`src/rtl/pab_pkg.sv`:
```
package pab_pkg;

   // Balance class of the two occupancy counts, d = occ0 - occ1
   typedef enum logic [1:0] {
      BAL_EVEN   = 2'd0,   // d in {-1, 0}
      BAL_PLUS1  = 2'd1,   // d == +1
      BAL_HEAVY0 = 2'd2,   // d >= +2 : port 0 loaded
      BAL_HEAVY1 = 2'd3    // d <= -2 : port 1 loaded
   } bal_e;

   localparam int unsigned NUM_PORTS = 2;
   localparam int HEAVY_GAP = 2;

endpackage

```
`src/rtl/pab_balance_class.sv`:
```
module pab_balance_class
   import pab_pkg::*;
#(
   parameter int unsigned CW = 6
) (
   input  logic [CW-1:0] occ0,
   input  logic [CW-1:0] occ1,
   output bal_e          cls
);

   localparam int unsigned DW = CW + 1;

   logic signed [DW-1:0] diff;

   always_comb begin
      diff = $signed({1'b0, occ0}) - $signed({1'b0, occ1});
      if (diff >= $signed(DW'(HEAVY_GAP)))
         cls = BAL_HEAVY0;
      else if (diff <= -$signed(DW'(HEAVY_GAP)))
         cls = BAL_HEAVY1;
      else if (diff == $signed(DW'(1)))
         cls = BAL_PLUS1;
      else
         cls = BAL_EVEN;
   end

endmodule

```
`src/rtl/pab_slot_pick.sv`:
```
module pab_slot_pick
   import pab_pkg::*;
#(
   parameter int unsigned SLOT_IDX     = 0,
   parameter bit          SPREAD_SMALL = 1'b1
) (
   input  logic       vld,
   input  logic [1:0] elig,
   input  bal_e       cls,
   output logic       bound,
   output logic       port
);

   // Port chosen for a flexible slot when the imbalance is small
   logic pick_even;
   logic pick_plus1;

   generate
      if (SPREAD_SMALL) begin : g_spread
         localparam bit ODD = ((SLOT_IDX % 2) == 1);
         assign pick_even  = ODD;
         assign pick_plus1 = ~ODD;
      end else begin : g_lump
         assign pick_even  = 1'b0;
         assign pick_plus1 = 1'b1;
      end
   endgenerate

   always_comb begin
      bound = 1'b0;
      port  = 1'b0;
      if (vld) begin
         unique case (elig)
            2'b00: begin
               bound = 1'b0;
               port  = 1'b0;
            end
            2'b01: begin
               bound = 1'b1;
               port  = 1'b0;
            end
            2'b10: begin
               bound = 1'b1;
               port  = 1'b1;
            end
            default: begin
               bound = 1'b1;
               unique case (cls)
                  BAL_HEAVY0: port = 1'b1;
                  BAL_HEAVY1: port = 1'b0;
                  BAL_PLUS1:  port = pick_plus1;
                  default:    port = pick_even;
               endcase
            end
         endcase
      end
   end

endmodule

```
`src/rtl/pab_occ_counter.sv`:
```
module pab_occ_counter #(
   parameter int unsigned SLOTS = 3,
   parameter int unsigned DEPTH = 32,
   parameter int unsigned CW    = $clog2(DEPTH + 1)
) (
   input  logic             clk,
   input  logic             rst_n,
   input  logic [SLOTS-1:0] grant,
   input  logic             done,
   output logic [CW-1:0]    occ
);

   localparam int unsigned SW = CW + 2;

   logic [SW-1:0] inc;
   logic [SW-1:0] sum;
   logic [SW-1:0] nxt;

   always_comb begin
      inc = '0;
      for (int i = 0; i < SLOTS; i++)
         inc = inc + SW'(grant[i]);
      sum = SW'(occ) + inc;
      if (sum < SW'(done))
         nxt = '0;
      else
         nxt = sum - SW'(done);
      if (nxt > SW'(DEPTH))
         nxt = SW'(DEPTH);
   end

   always_ff @(posedge clk) begin
      if (!rst_n)
         occ <= '0;
      else
         occ <= nxt[CW-1:0];
   end

endmodule

```
`src/rtl/pab_port_binder.sv`:
```
module pab_port_binder
   import pab_pkg::*;
#(
   parameter int unsigned SLOTS        = 3,
   parameter int unsigned DEPTH        = 32,
   parameter bit          SPREAD_SMALL = 1'b1
) (
   input  logic               clk,
   input  logic               rst_n,
   input  logic [SLOTS-1:0]   grp_vld,
   input  logic [2*SLOTS-1:0] grp_elig,
   input  logic [1:0]         done,
   output logic [SLOTS-1:0]   bind_ok,
   output logic [SLOTS-1:0]   bind_port
);

   localparam int unsigned CW = $clog2(DEPTH + 1);

   generate
      if (SLOTS < 1) begin : g_bad_slots
         $error("pab_port_binder: SLOTS must be at least 1");
      end
      if (DEPTH < SLOTS) begin : g_bad_depth
         $error("pab_port_binder: DEPTH must be at least SLOTS");
      end
   endgenerate

   logic [CW-1:0]    occ   [NUM_PORTS];
   logic [SLOTS-1:0] grant [NUM_PORTS];
   bal_e             cls;

   pab_balance_class #(.CW(CW)) u_cls (
      .occ0 (occ[0]),
      .occ1 (occ[1]),
      .cls  (cls)
   );

   for (genvar s = 0; s < SLOTS; s++) begin : g_slot
      pab_slot_pick #(
         .SLOT_IDX     (s),
         .SPREAD_SMALL (SPREAD_SMALL)
      ) u_pick (
         .vld   (grp_vld[s]),
         .elig  (grp_elig[2*s +: 2]),
         .cls   (cls),
         .bound (bind_ok[s]),
         .port  (bind_port[s])
      );
      assign grant[0][s] = bind_ok[s] & ~bind_port[s];
      assign grant[1][s] = bind_ok[s] &  bind_port[s];
   end

   for (genvar p = 0; p < NUM_PORTS; p++) begin : g_port
      pab_occ_counter #(
         .SLOTS (SLOTS),
         .DEPTH (DEPTH),
         .CW    (CW)
      ) u_occ (
         .clk   (clk),
         .rst_n (rst_n),
         .grant (grant[p]),
         .done  (done[p]),
         .occ   (occ[p])
      );
   end

endmodule

```
`config.mk`:
```
export PLATFORM = sky130hd
export DESIGN_NAME = pab_port_binder
export DESIGN_NICKNAME = d
export VERILOG_FILES = /design/src/rtl/pab_pkg.sv /design/src/rtl/pab_balance_class.sv /design/src/rtl/pab_slot_pick.sv /design/src/rtl/pab_occ_counter.sv /design/src/rtl/pab_port_binder.sv
export SDC_FILE = /design/constraint.sdc
export NUM_CORES = 1
export LEC_CHECK = 0
export ABC_AREA = 1
export BUFFER_PORTS_ARGS = -buffer_cell sky130_fd_sc_hd__clkbuf_2
export CAP_MARGIN = 20
export CORE_ASPECT_RATIO = 0.75
export CORE_MARGIN = 10
export CORE_UTILIZATION = 32
export DETAILED_ROUTE_END_ITERATION = 6
export PLACE_DENSITY_LB_ADDON = 0.12
export SKIP_LAST_GASP = 1
export SYNTH_ARGS = -nofsm -noshare
export SYNTH_HDL_FRONTEND = slang
export SYNTH_SLANG_ARGS = --single-unit
export TNS_END_PERCENT = 50
```
`constraint.sdc`:
```
create_clock -name clk -period 8.3 [get_ports clk]
set_input_delay 1.245 -clock clk [delete_from_list [all_inputs] [get_ports clk]]
set_output_delay 1.245 -clock clk [all_outputs]
set_load 0.005 [all_outputs]
```
==> impl_metrics.json, run 1 <==
{
  "status": "finished, final reports clean",
  "cts_resized": 0,
  "postSynthCellCount": 290,
  "track_usage_pct": 9.53,
  "finalWeightedCongestion": 0.785,
  "grt_max_degree": 10,
  "core_sq_um": 5350,
  "ys_seq_elements": 12,
  "finalClockSkew_ps": 3.46,
  "cts_sinks": 12,
  "worstSkewPairLatency_ps": 240,
  "regToRegSetupSlack_ps": 3760,
  "syn2layout_area_growth_pct": 8.90,
  "nFillCells": 621,
  "setup_viol_count_final": 0,
  "stdcell_count": 378,
  "rsz0062_at_grt": "no",
  "synth_warnings": 0,
  "syn_nets": 322,
  "reg2reg_to": "g_port[0].u_occ.occ[1]$_SDFF_PP0_",
  "end_kind": "flop",
  "yosysTopAreaCell": "nand2_1",
  "cts_made_buffers": 3,
  "postCtsSetupBuffers": 0,
  "cts.clk_slew.worst_paths_ps": 50,
  "p_leak_nw": 1.08,
  "final_cell_mix": "87 x nand2_1, 51 x inv_1, 23 x nand3_1",
  "peakVddDrop_mv": 0.137,
  "route.detailed.drc": 0,
  "finalCriticalPeriod_ps": 4540,
  "num_rows": 23,
  "final_max_slew_viol_count": 0,
  "initial_core_util_pct": 33.1,
  "dpl.cell_count": 375,
  "grt-ovfl-total": 0,
  "wire_per_inst_um": 10.8,
  "critPathRequiredTime_ps": 8460,
  "die_w_um": 106,
  "cp_max_fo": 7,
  "ys_seq_area_share_pct": 13.6,
  "vias": 1646,
  "drt_wl_total_mm": 4.06,
  "antenna_found_initial": 0,
  "finalHoldViolations": 0,
  "clockBufferDepth": 2,
  "drt_iter0_markers": 74,
  "final_layout_size_suffix_gt1_share_pct": 18.8,
  "maxCapViolations": 0,
  "ios": 19,
  "largest_reg_flops": 12,
  "biggestRegsByFlops": "g_port.u_occ.occ x12",
  "dp_hpwl_mm": 3.59,
  "ant_nets": 0,
  "synth_top_cell_area_share_pct": 18.4,
  "hp-class": "reg2reg",
  "hp-start": "g_port[0].u_occ.occ[5]$_SDFF_PN0_",
  "critPathKind": "reg2reg",
  "synth_area_leaders": "nand2_1 18%, dfxtp_1 14%, inv_1 11%",
  "tightest_slew_ps": 402,
  "relSlewSlack_pct": 73.2,
  "cp_data_arrival_time_ps": 4700,
  "antenna_cells": 0,
  "cts_root_buf": "clkbuf_8",
  "hold_depth": 4,
  "fin_crit_sh_pct": 54.7,
  "largest-register": "g_port.u_occ.occ",
  "power_per_cell_area_nw_per_um2": 335,
  "die_area_sq_um": 8940,
  "htreeDepth": 1,
  "final_common_cell": "nand2_1",
  "grt_pass1_vias": 1562,
  "finalSetupTns_ps": 0,
  "holdBufCountCts": 0,
  "start_kind": "flop",
  "final_nets": 337,
  "drt-pass1-iter-count": 4,
  "synth_cell_types": 32,
  "reg2regPathDepth": 26,
  "avgSynthCellArea_sq_um": 6.10,
  "worstReg2RegStart": "g_port[0].u_occ.occ[0]$_SDFF_PP0_",
  "cts_tree": "yes",
  "port_buffers": 18,
  "hold_end": "g_port[0].u_occ.occ[5]$_SDFF_PN0_",
  "fmaxAchievable_mhz": 220,
  "die_h_um": 84.4,
  "vias_per_cell": 4.35,
  "grt_pass1_wl_mm": 7.22,
  "syn-cell-area_sq_um": 1770
}
cell usage after synthesis:
master    count
inv_1        51
nor2_1       19
o21ai_2       1
clkinv_2      1
nand4_1       6
fa_1          5
nand3_4       1
buf_6         2
nand3_2       4
or2_2         1
nor2_2        4
nand2_4       3
nor2_4        3
buf_4         6
o31ai_1       1
nand3b_1      2
o21ai_1       3
a21oi_2       2
ha_1         14
a21oi_1      11
o31ai_2       1
xor2_1        3
o21ai_0       6
nand2_2       9
nor3_1        1
clkinv_1      1
nand3_1      23
inv_4         1
nand2_1      87
and2_1        1
dfxtp_1      12
inv_2         5
through the flow:
step	setup WS, ps	hold slack [ps]	area [sq um]	total power [mW]	utilization (%)
after floorplan	4160	684	1770	0.497	-
after global placement	3670	803	1890	0.601	35.3
after detailed placement	3740	793	1890	0.590	35.3
after CTS	3710	808	1930	0.649	36.0
after global routing	3290	870	1930	0.735	36.0
final	3760	789	1930	0.646	36.0
power breakdown:
group / total, mW / internal, mW / switching [mW]
combinational: 0.500 / 0.183 / 0.317
clock: 0.0529 / 0.0320 / 0.0210
sequential: 0.0935 / 0.0732 / 0.0203
total: 0.646 / 0.288 / 0.359
metal layers:
layer	vias to the layer above	GRT usage (%)	wire (um)
li1	920	-	-
met1	696	14.0	2310
met2	25	12.8	1480
met3	5	2.37	216
met4	0	3.31	57
met5	-	0	0
worst max-delay path by stage:
stage	end	cells past startpoint	start	slack, ps
after CTS	g_port[1].u_occ.occ[0]$_SDFF_PP0_	26	g_port[0].u_occ.occ[0]$_SDFF_PP0_	3710
after global routing	g_port[1].u_occ.occ[0]$_SDFF_PP0_	26	g_port[0].u_occ.occ[0]$_SDFF_PP0_	3290
after detailed placement	g_port[1].u_occ.occ[0]$_SDFF_PP0_	26	g_port[0].u_occ.occ[0]$_SDFF_PP0_	3740
final	g_port[0].u_occ.occ[1]$_SDFF_PP0_	26	g_port[0].u_occ.occ[0]$_SDFF_PP0_	3760
after floorplan	g_port[1].u_occ.occ[0]$_SDFF_PP0_	26	g_port[0].u_occ.occ[0]$_SDFF_PP0_	4160
after global placement	g_port[1].u_occ.occ[0]$_SDFF_PP0_	26	g_port[0].u_occ.occ[0]$_SDFF_PP0_	3670
kinds of logic after synthesis:
| logic type | Yosys count | share of synthesized area (%) |
|---|---|---|
| simple gates | 164 | 44.6 |
| buf+inv | 67 | 16.5 |
| compound gates | 25 | 8.27 |
| fa+ha+maj | 19 | 15.5 |
| flops | 12 | 13.6 |
| xor+xnor | 3 | 1.48 |
final cells by class:
type,instances,area (sq um),area share [%]
flip-flops and latches,12,240,12.5
inverters,59,225,11.7
well taps,75,93.8,4.87
multi-input cells,211,1240,64.2
clock buffers,3,41.3,2.14
repair buffers,18,90.1,4.67
critical path: stages, from the launching register on:
cell	delay, ps
dfxtp_1	380
inv_1	60
ha_1	220
fa_1	420
nand3b_1	220
nand3_1	110
nand2_1	90
nor2_2	130
nand3_1	120
nand2_1	130
nand2_1	70
a21oi_2	120
ha_1	250
fa_1	460
fa_1	460
inv_1	90
ha_1	140
inv_1	60
nor2_2	140
nand3_2	110
nor2_4	130
nand2_4	80
nand2_1	120
inv_1	50
nand2_1	70
nand2_2	70
nor2_1	140
(Power assumes the default switching activity.)
==> inputs of run 2 (changes only) <==
==> constraint.sdc (replaced) <==
create_clock -name clk -period 4.45 [get_ports clk]
set_input_delay 0.6675 -clock clk [delete_from_list [all_inputs] [get_ports clk]]
set_output_delay 0.6675 -clock clk [all_outputs]
set_load 0.005 [all_outputs]
==> impl_metrics.json, run 2 (synthesis results as in run 1) <==
{
  "biggestRegsByFlops": "g_port.u_occ.occ x12",
  "grt_pass1_vias": 1512,
  "finalHoldViolations": 0,
  "placed_cell_area_sq_um": 1960,
  "drt_iter0_markers": 72,
  "htreeDepth": 1,
  "reg2regPathDepth": 27,
  "fmaxAchievable_mhz": 239,
  "relSlewSlack_pct": 76.6,
  "maxCapViolations": 0,
  "finalClockSkew_ps": 4.45,
  "critPathRequiredTime_ps": 4630,
  "final_layout_size_suffix_gt1_share_pct": 29.3,
  "clockBufferDepth": 2,
  "largest-register": "g_port.u_occ.occ",
  "start_kind": "flop",
  "critPathKind": "reg2reg",
  "hp-class": "in2reg",
  "drt-pass1-iter-count": 5,
  "nFillCells": 595,
  "critPathMaxStageDelay_ps": 460,
  "die_w_um": 106,
  "power_per_cell_area_nw_per_um2": 645,
  "cts_tree": "yes",
  "slowest_stage": "fa_2",
  "port_buffers": 18,
  "grt_max_degree": 9,
  "track_usage_pct": 9.06,
  "cts_made_buffers": 3,
  "die_h_um": 84.4,
  "tightest_slew_ps": 350,
  "largest_reg_flops": 12,
  "worstSkewPairLatency_ps": 240,
  "final_common_cell": "nand2_1",
  "final_cell_mix": "85 x nand2_1, 48 x inv_1, 21 x nand3_1",
  "cts_sinks": 12,
  "setup_viol_count_final": 0,
  "cts.clk_slew.worst_paths_ps": 50,
  "antenna_cells": 0,
  "design_area_sq_um": 2160,
  "peakVddDrop_mv": 0.197,
  "cts_root_buf": "clkbuf_8",
  "holdBufCountCts": 0,
  "final_nets": 351,
  "wire_per_inst_um": 10.7,
  "regToRegSetupSlack_ps": 260,
  "cp_data_arrival_time_ps": 4370,
  "initial_core_util_pct": 33.1,
  "crit_top_cell": "nand2_1",
  "fin_crit_sh_pct": 94.1,
  "route.detailed.drc": 0,
  "vias": 1712,
  "status": "finished, final reports clean",
  "core_sq_um": 5350,
  "vias_per_cell": 4.37,
  "drt_wl_total_mm": 4.19,
  "finalWeightedCongestion": 0.792,
  "end_kind": "flop",
  "cp_max_fo": 6,
  "hold_depth": 3,
  "holdWs_ps": 703,
  "syn2layout_area_growth_pct": 22.0,
  "dp_hpwl_mm": 3.51,
  "die_area_sq_um": 8940,
  "fin_util_pct": 40.4,
  "finalCriticalPeriod_ps": 4190,
  "antenna_found_initial": 0,
  "p_leak_nw": 1.15,
  "grt-ovfl-total": 0,
  "ios": 19,
  "final_max_slew_viol_count": 0,
  "grt_pass1_wl_mm": 6.77,
  "num_rows": 23,
  "ant_nets": 0
}
==> run 2: cell types whose count changed in the layout (fill, tap and decap cells not counted), sizes merged <==
cell / delta
buf: +14
==> run 2: through the flow <==
step	setup WS [ps]	setup TNS (ps)	power, mW	instances
6_report	263	0	1.39	392
4_1_cts	5.23	0	1.25	388
2_1_floorplan	315	0	0.927	290
3_3_place_gp	-103	-300	1.16	385
3_5_place_dp	-75.0	-221	1.14	385
5_1_grt	-44.0	-92.8	1.57	392
==> run 2: critical path, delay by kind of cell, from the launching register on <==
family / cells / cell delay (ps)
AOI/OAI and AO/OA: 2 / 220
adders and majority gates: 6 / 1820
buffers and inverters: 4 / 310
DFF: 1 / 320
and+or+nand+nor: 15 / 1470
==> run 2: repair_timing <==
item                                    4_1_cts  5_1_grt
buffers inserted                              0        4
endpoints found under the setup margin        3       12
pin swaps                                     1       20
gates resized for setup                       2       27
==> run 2: path summary, 6_finish.rpt <==
path / startpoint / to
setup / recovery: g_port[0].u_occ.occ[0]$_SDFF_PP0_ / g_port[1].u_occ.occ[0]$_SDFF_PP0_
hold / removal: rst_n / g_port[1].u_occ.occ[2]$_SDFF_PP0_
setup reg to reg: g_port[0].u_occ.occ[0]$_SDFF_PP0_ / g_port[1].u_occ.occ[0]$_SDFF_PP0_
hold reg to reg: g_port[0].u_occ.occ[5]$_SDFF_PN0_ / g_port[0].u_occ.occ[5]$_SDFF_PN0_
==> run 2: power by group <==
part	internal [mW]	switching (mW)	leakage (nW)
logic	0.463	0.666	1.03
registers	0.137	0.0271	0.0990
clock network	0.0597	0.0405	0.0216
total	0.660	0.734	1.15
==> run 2: cell type report <==
type | count | area, sq um | share of cell area (%)
tap | 75 | 93.8 | 4.34
clock buffer | 3 | 41.3 | 1.91
multi-input combinational | 211 | 1360 | 62.9
inverter | 59 | 225 | 10.4
timing repair buffer | 32 | 199 | 9.21
sequential | 12 | 243 | 11.2
==> run 2: routing by layer <==
layer / wire length [um] / vias to the layer above / track usage [%] / share of wire [%]
li1: - / 948 / - / -
met1: 2270 / 735 / 12.9 / 54
met2: 1680 / 25 / 12.7 / 40
met3: 183 / 4 / 2.21 / 4.4
met4: 60 / 0 / 3.31 / 1.4
met5: 0 / - / 0 / 0
==> inputs of run 3 (changes only) <==
--- a/config.mk
+++ b/config.mk
@@ -7,11 +7,12 @@
 export LEC_CHECK = 0
 export ABC_AREA = 1
 export BUFFER_PORTS_ARGS = -buffer_cell sky130_fd_sc_hd__clkbuf_2
-export CAP_MARGIN = 20
+export CAP_MARGIN = 0
 export CORE_ASPECT_RATIO = 0.75
 export CORE_MARGIN = 10
 export CORE_UTILIZATION = 32
 export DETAILED_ROUTE_END_ITERATION = 6
+export GPL_TIMING_DRIVEN = 0
 export PLACE_DENSITY_LB_ADDON = 0.12
 export SKIP_LAST_GASP = 1
 export SYNTH_ARGS = -nofsm -noshare
==> impl_metrics.json, run 3 (synthesis results as in run 1) <==
{
  "final_cell_mix": "80 x nand2_1, 46 x inv_1, 21 x nand3_1",
  "tightest_slew_ps": 351,
  "critPathKind": "reg2reg",
  "rsz0062_at_grt": "yes",
  "dp_hpwl_mm": 3.47,
  "die_h_um": 84.4,
  "seq_power_share_pct": 11.5,
  "htreeDepth": 1,
  "hp-start": "rst_n",
  "fin_crit_sh_pct": 96.0,
  "vias": 1720,
  "finalClockSkew_ps": 0.679,
  "antenna_cells": 0,
  "hold_depth": 3,
  "total_power_mw": 1.46,
  "reg2regPathDepth": 26,
  "vias_per_cell": 4.37,
  "fin_util_pct": 41.8,
  "cp_max_fo": 6,
  "grt_max_degree": 9,
  "p_sw_share_pct": 53.3,
  "holdWs_ps": 696,
  "cts_made_buffers": 3,
  "die_w_um": 106,
  "status": "finished, final reports clean",
  "p_leak_nw": 1.17,
  "die_area_sq_um": 8940,
  "worstSkewPairLatency_ps": 240,
  "largest-register": "g_port.u_occ.occ",
  "grt-ovfl-total": 0,
  "combPwrFrac_pct": 80.1,
  "port_buffers": 18,
  "final_layout_size_suffix_gt1_share_pct": 35.7,
  "largest_reg_flops": 12,
  "peakVddDrop_mv": 0.161,
  "regToRegSetupSlack_ps": 180,
  "drt-pass1-iter-count": 6,
  "final_common_cell": "nand2_1",
  "crit_start": "g_port[0].u_occ.occ[0]$_SDFF_PP0_",
  "track_usage_pct": 9.36,
  "cts_root_buf": "clkbuf_8",
  "critPathRequiredTime_ps": 4630,
  "ant_nets": 0,
  "cts.clk_slew.worst_paths_ps": 60,
  "core_sq_um": 5350,
  "reg2reg_to": "g_port[0].u_occ.occ[0]$_SDFF_PP0_",
  "biggestRegsByFlops": "g_port.u_occ.occ x12",
  "clockBufferDepth": 2,
  "switchingPower_mw": 0.778,
  "fmaxAchievable_mhz": 234,
  "cts_sinks": 12,
  "finalHoldViolations": 0,
  "end_kind": "flop",
  "maxCapViolations": 0,
  "initial_core_util_pct": 33.1,
  "cts_tree": "yes",
  "start_kind": "flop",
  "p_clk_share_pct": 8.4,
  "holdBufCountCts": 0,
  "grt_pass1_wl_mm": 7.12,
  "antenna_found_initial": 0,
  "final_max_slew_viol_count": 0,
  "hold_end": "g_port[1].u_occ.occ[2]$_SDFF_PP0_",
  "worstReg2RegStart": "g_port[0].u_occ.occ[0]$_SDFF_PP0_",
  "final_nets": 352,
  "p_int_mw": 0.682,
  "power_per_cell_area_nw_per_um2": 652,
  "route.detailed.drc": 0,
  "wire_per_inst_um": 10.6,
  "grt_pass1_vias": 1561,
  "ios": 19,
  "cp_data_arrival_time_ps": 4450,
  "relSlewSlack_pct": 76.5,
  "drt_iter0_markers": 102,
  "finalWeightedCongestion": 0.812,
  "syn2layout_area_growth_pct": 26.5,
  "hp-class": "in2reg",
  "finalCriticalPeriod_ps": 4270,
  "num_rows": 23,
  "setup_viol_count_final": 0,
  "drt_wl_total_mm": 4.17,
  "finalSetupTns_ps": 0
}
==> run 3: cell types whose count changed in the layout (fill, tap and decap cells not counted), moves of 2 or more <==
cell / previous run / this run
dfxtp_1: 10 / 8
nand2_2: 10 / 16
a21oi_2: 3 / 5
nand2_1: 85 / 80
inv_1: 48 / 46
dfxtp_2: 2 / 4
nor2_1: 17 / 11
nor2_2: 6 / 11
==> run 3: worst max path at each step <==
| stage | to | slack, ps |
|---|---|---|
| after detailed placement | g_port[1].u_occ.occ[1]$_SDFF_PP0_ | -240 |
| after floorplan | g_port[1].u_occ.occ[0]$_SDFF_PP0_ | 310 |
| final | g_port[0].u_occ.occ[0]$_SDFF_PP0_ | 180 |
| after global routing | g_port[0].u_occ.occ[1]$_SDFF_PP0_ | -80 |
| after CTS | g_port[1].u_occ.occ[1]$_SDFF_PP0_ | 2 |
| after global placement | g_port[1].u_occ.occ[0]$_SDFF_PP0_ | -240 |
==> run 3: layout make-up <==
cell class,instances,area [sq um]
fillers,598,3110
multi-input cells,211,1410
flip-flops and latches,12,245
inverters,59,228
repair buffers,25,143
well taps,75,93.8
plain buffers,8,67.6
clock buffers,4,55.1
==> run 3: through the flow <==
step                      instances  worst slack [ps]  cell area [sq um]
after floorplan                 290               315               1770
after detailed placement        383              -245               1950
after global placement          383              -235               1950
after global routing            394             -77.1               2240
after CTS                       388              1.84               2030
final                           394               176               2240
==> run 3: what timing repair did <==
| item | CTS | global route |
|---|---|---|
| setup buffers | 1 | 6 |
| endpoints found under the setup margin | 10 | 12 |
| gates resized for setup | 5 | 46 |
| pin swaps | 2 | 38 |
==> run 3: power by group through the flow <==
stage,sequential [mW],clock (mW),combinational (mW)
floorplan,0.159,0,0.768
global placement,0.167,0,0.947
detailed placement,0.167,0,0.941
CTS,0.166,0.129,0.959
global route,0.174,0.136,1.33
finish,0.168,0.123,1.17
==> run 3: metal layers <==
| metal | GRT usage (%) | part of all wire (%) | vias to the layer above |
|---|---|---|---|
| met2 | 13.3 | 40 | 26 |
| li1 | - | - | 950 |
| met3 | 2.37 | 4.1 | 4 |
| met1 | 13.4 | 55 | 740 |
| met4 | 2.58 | 1.0 | 0 |
| met5 | 0 | 0 | - |
==> run 3: worst max-delay path, cell delays in order, from the launching register on <==
cell	delay [ps]
dfxtp_2	330
inv_2	50
ha_4	150
fa_2	430
xor2_2	190
and2_1	140
nand2_1	60
nor2_2	150
nand3_2	110
nand2_2	110
nand2_2	60
a21oi_2	120
ha_1	260
fa_2	430
fa_2	480
inv_2	90
ha_4	130
inv_4	40
nor2_4	90
nand3_2	110
nor2_4	160
nand2_4	100
o31ai_4	70
nand2_1	80
nand2_1	80
nand2_2	80
nor2_2	110
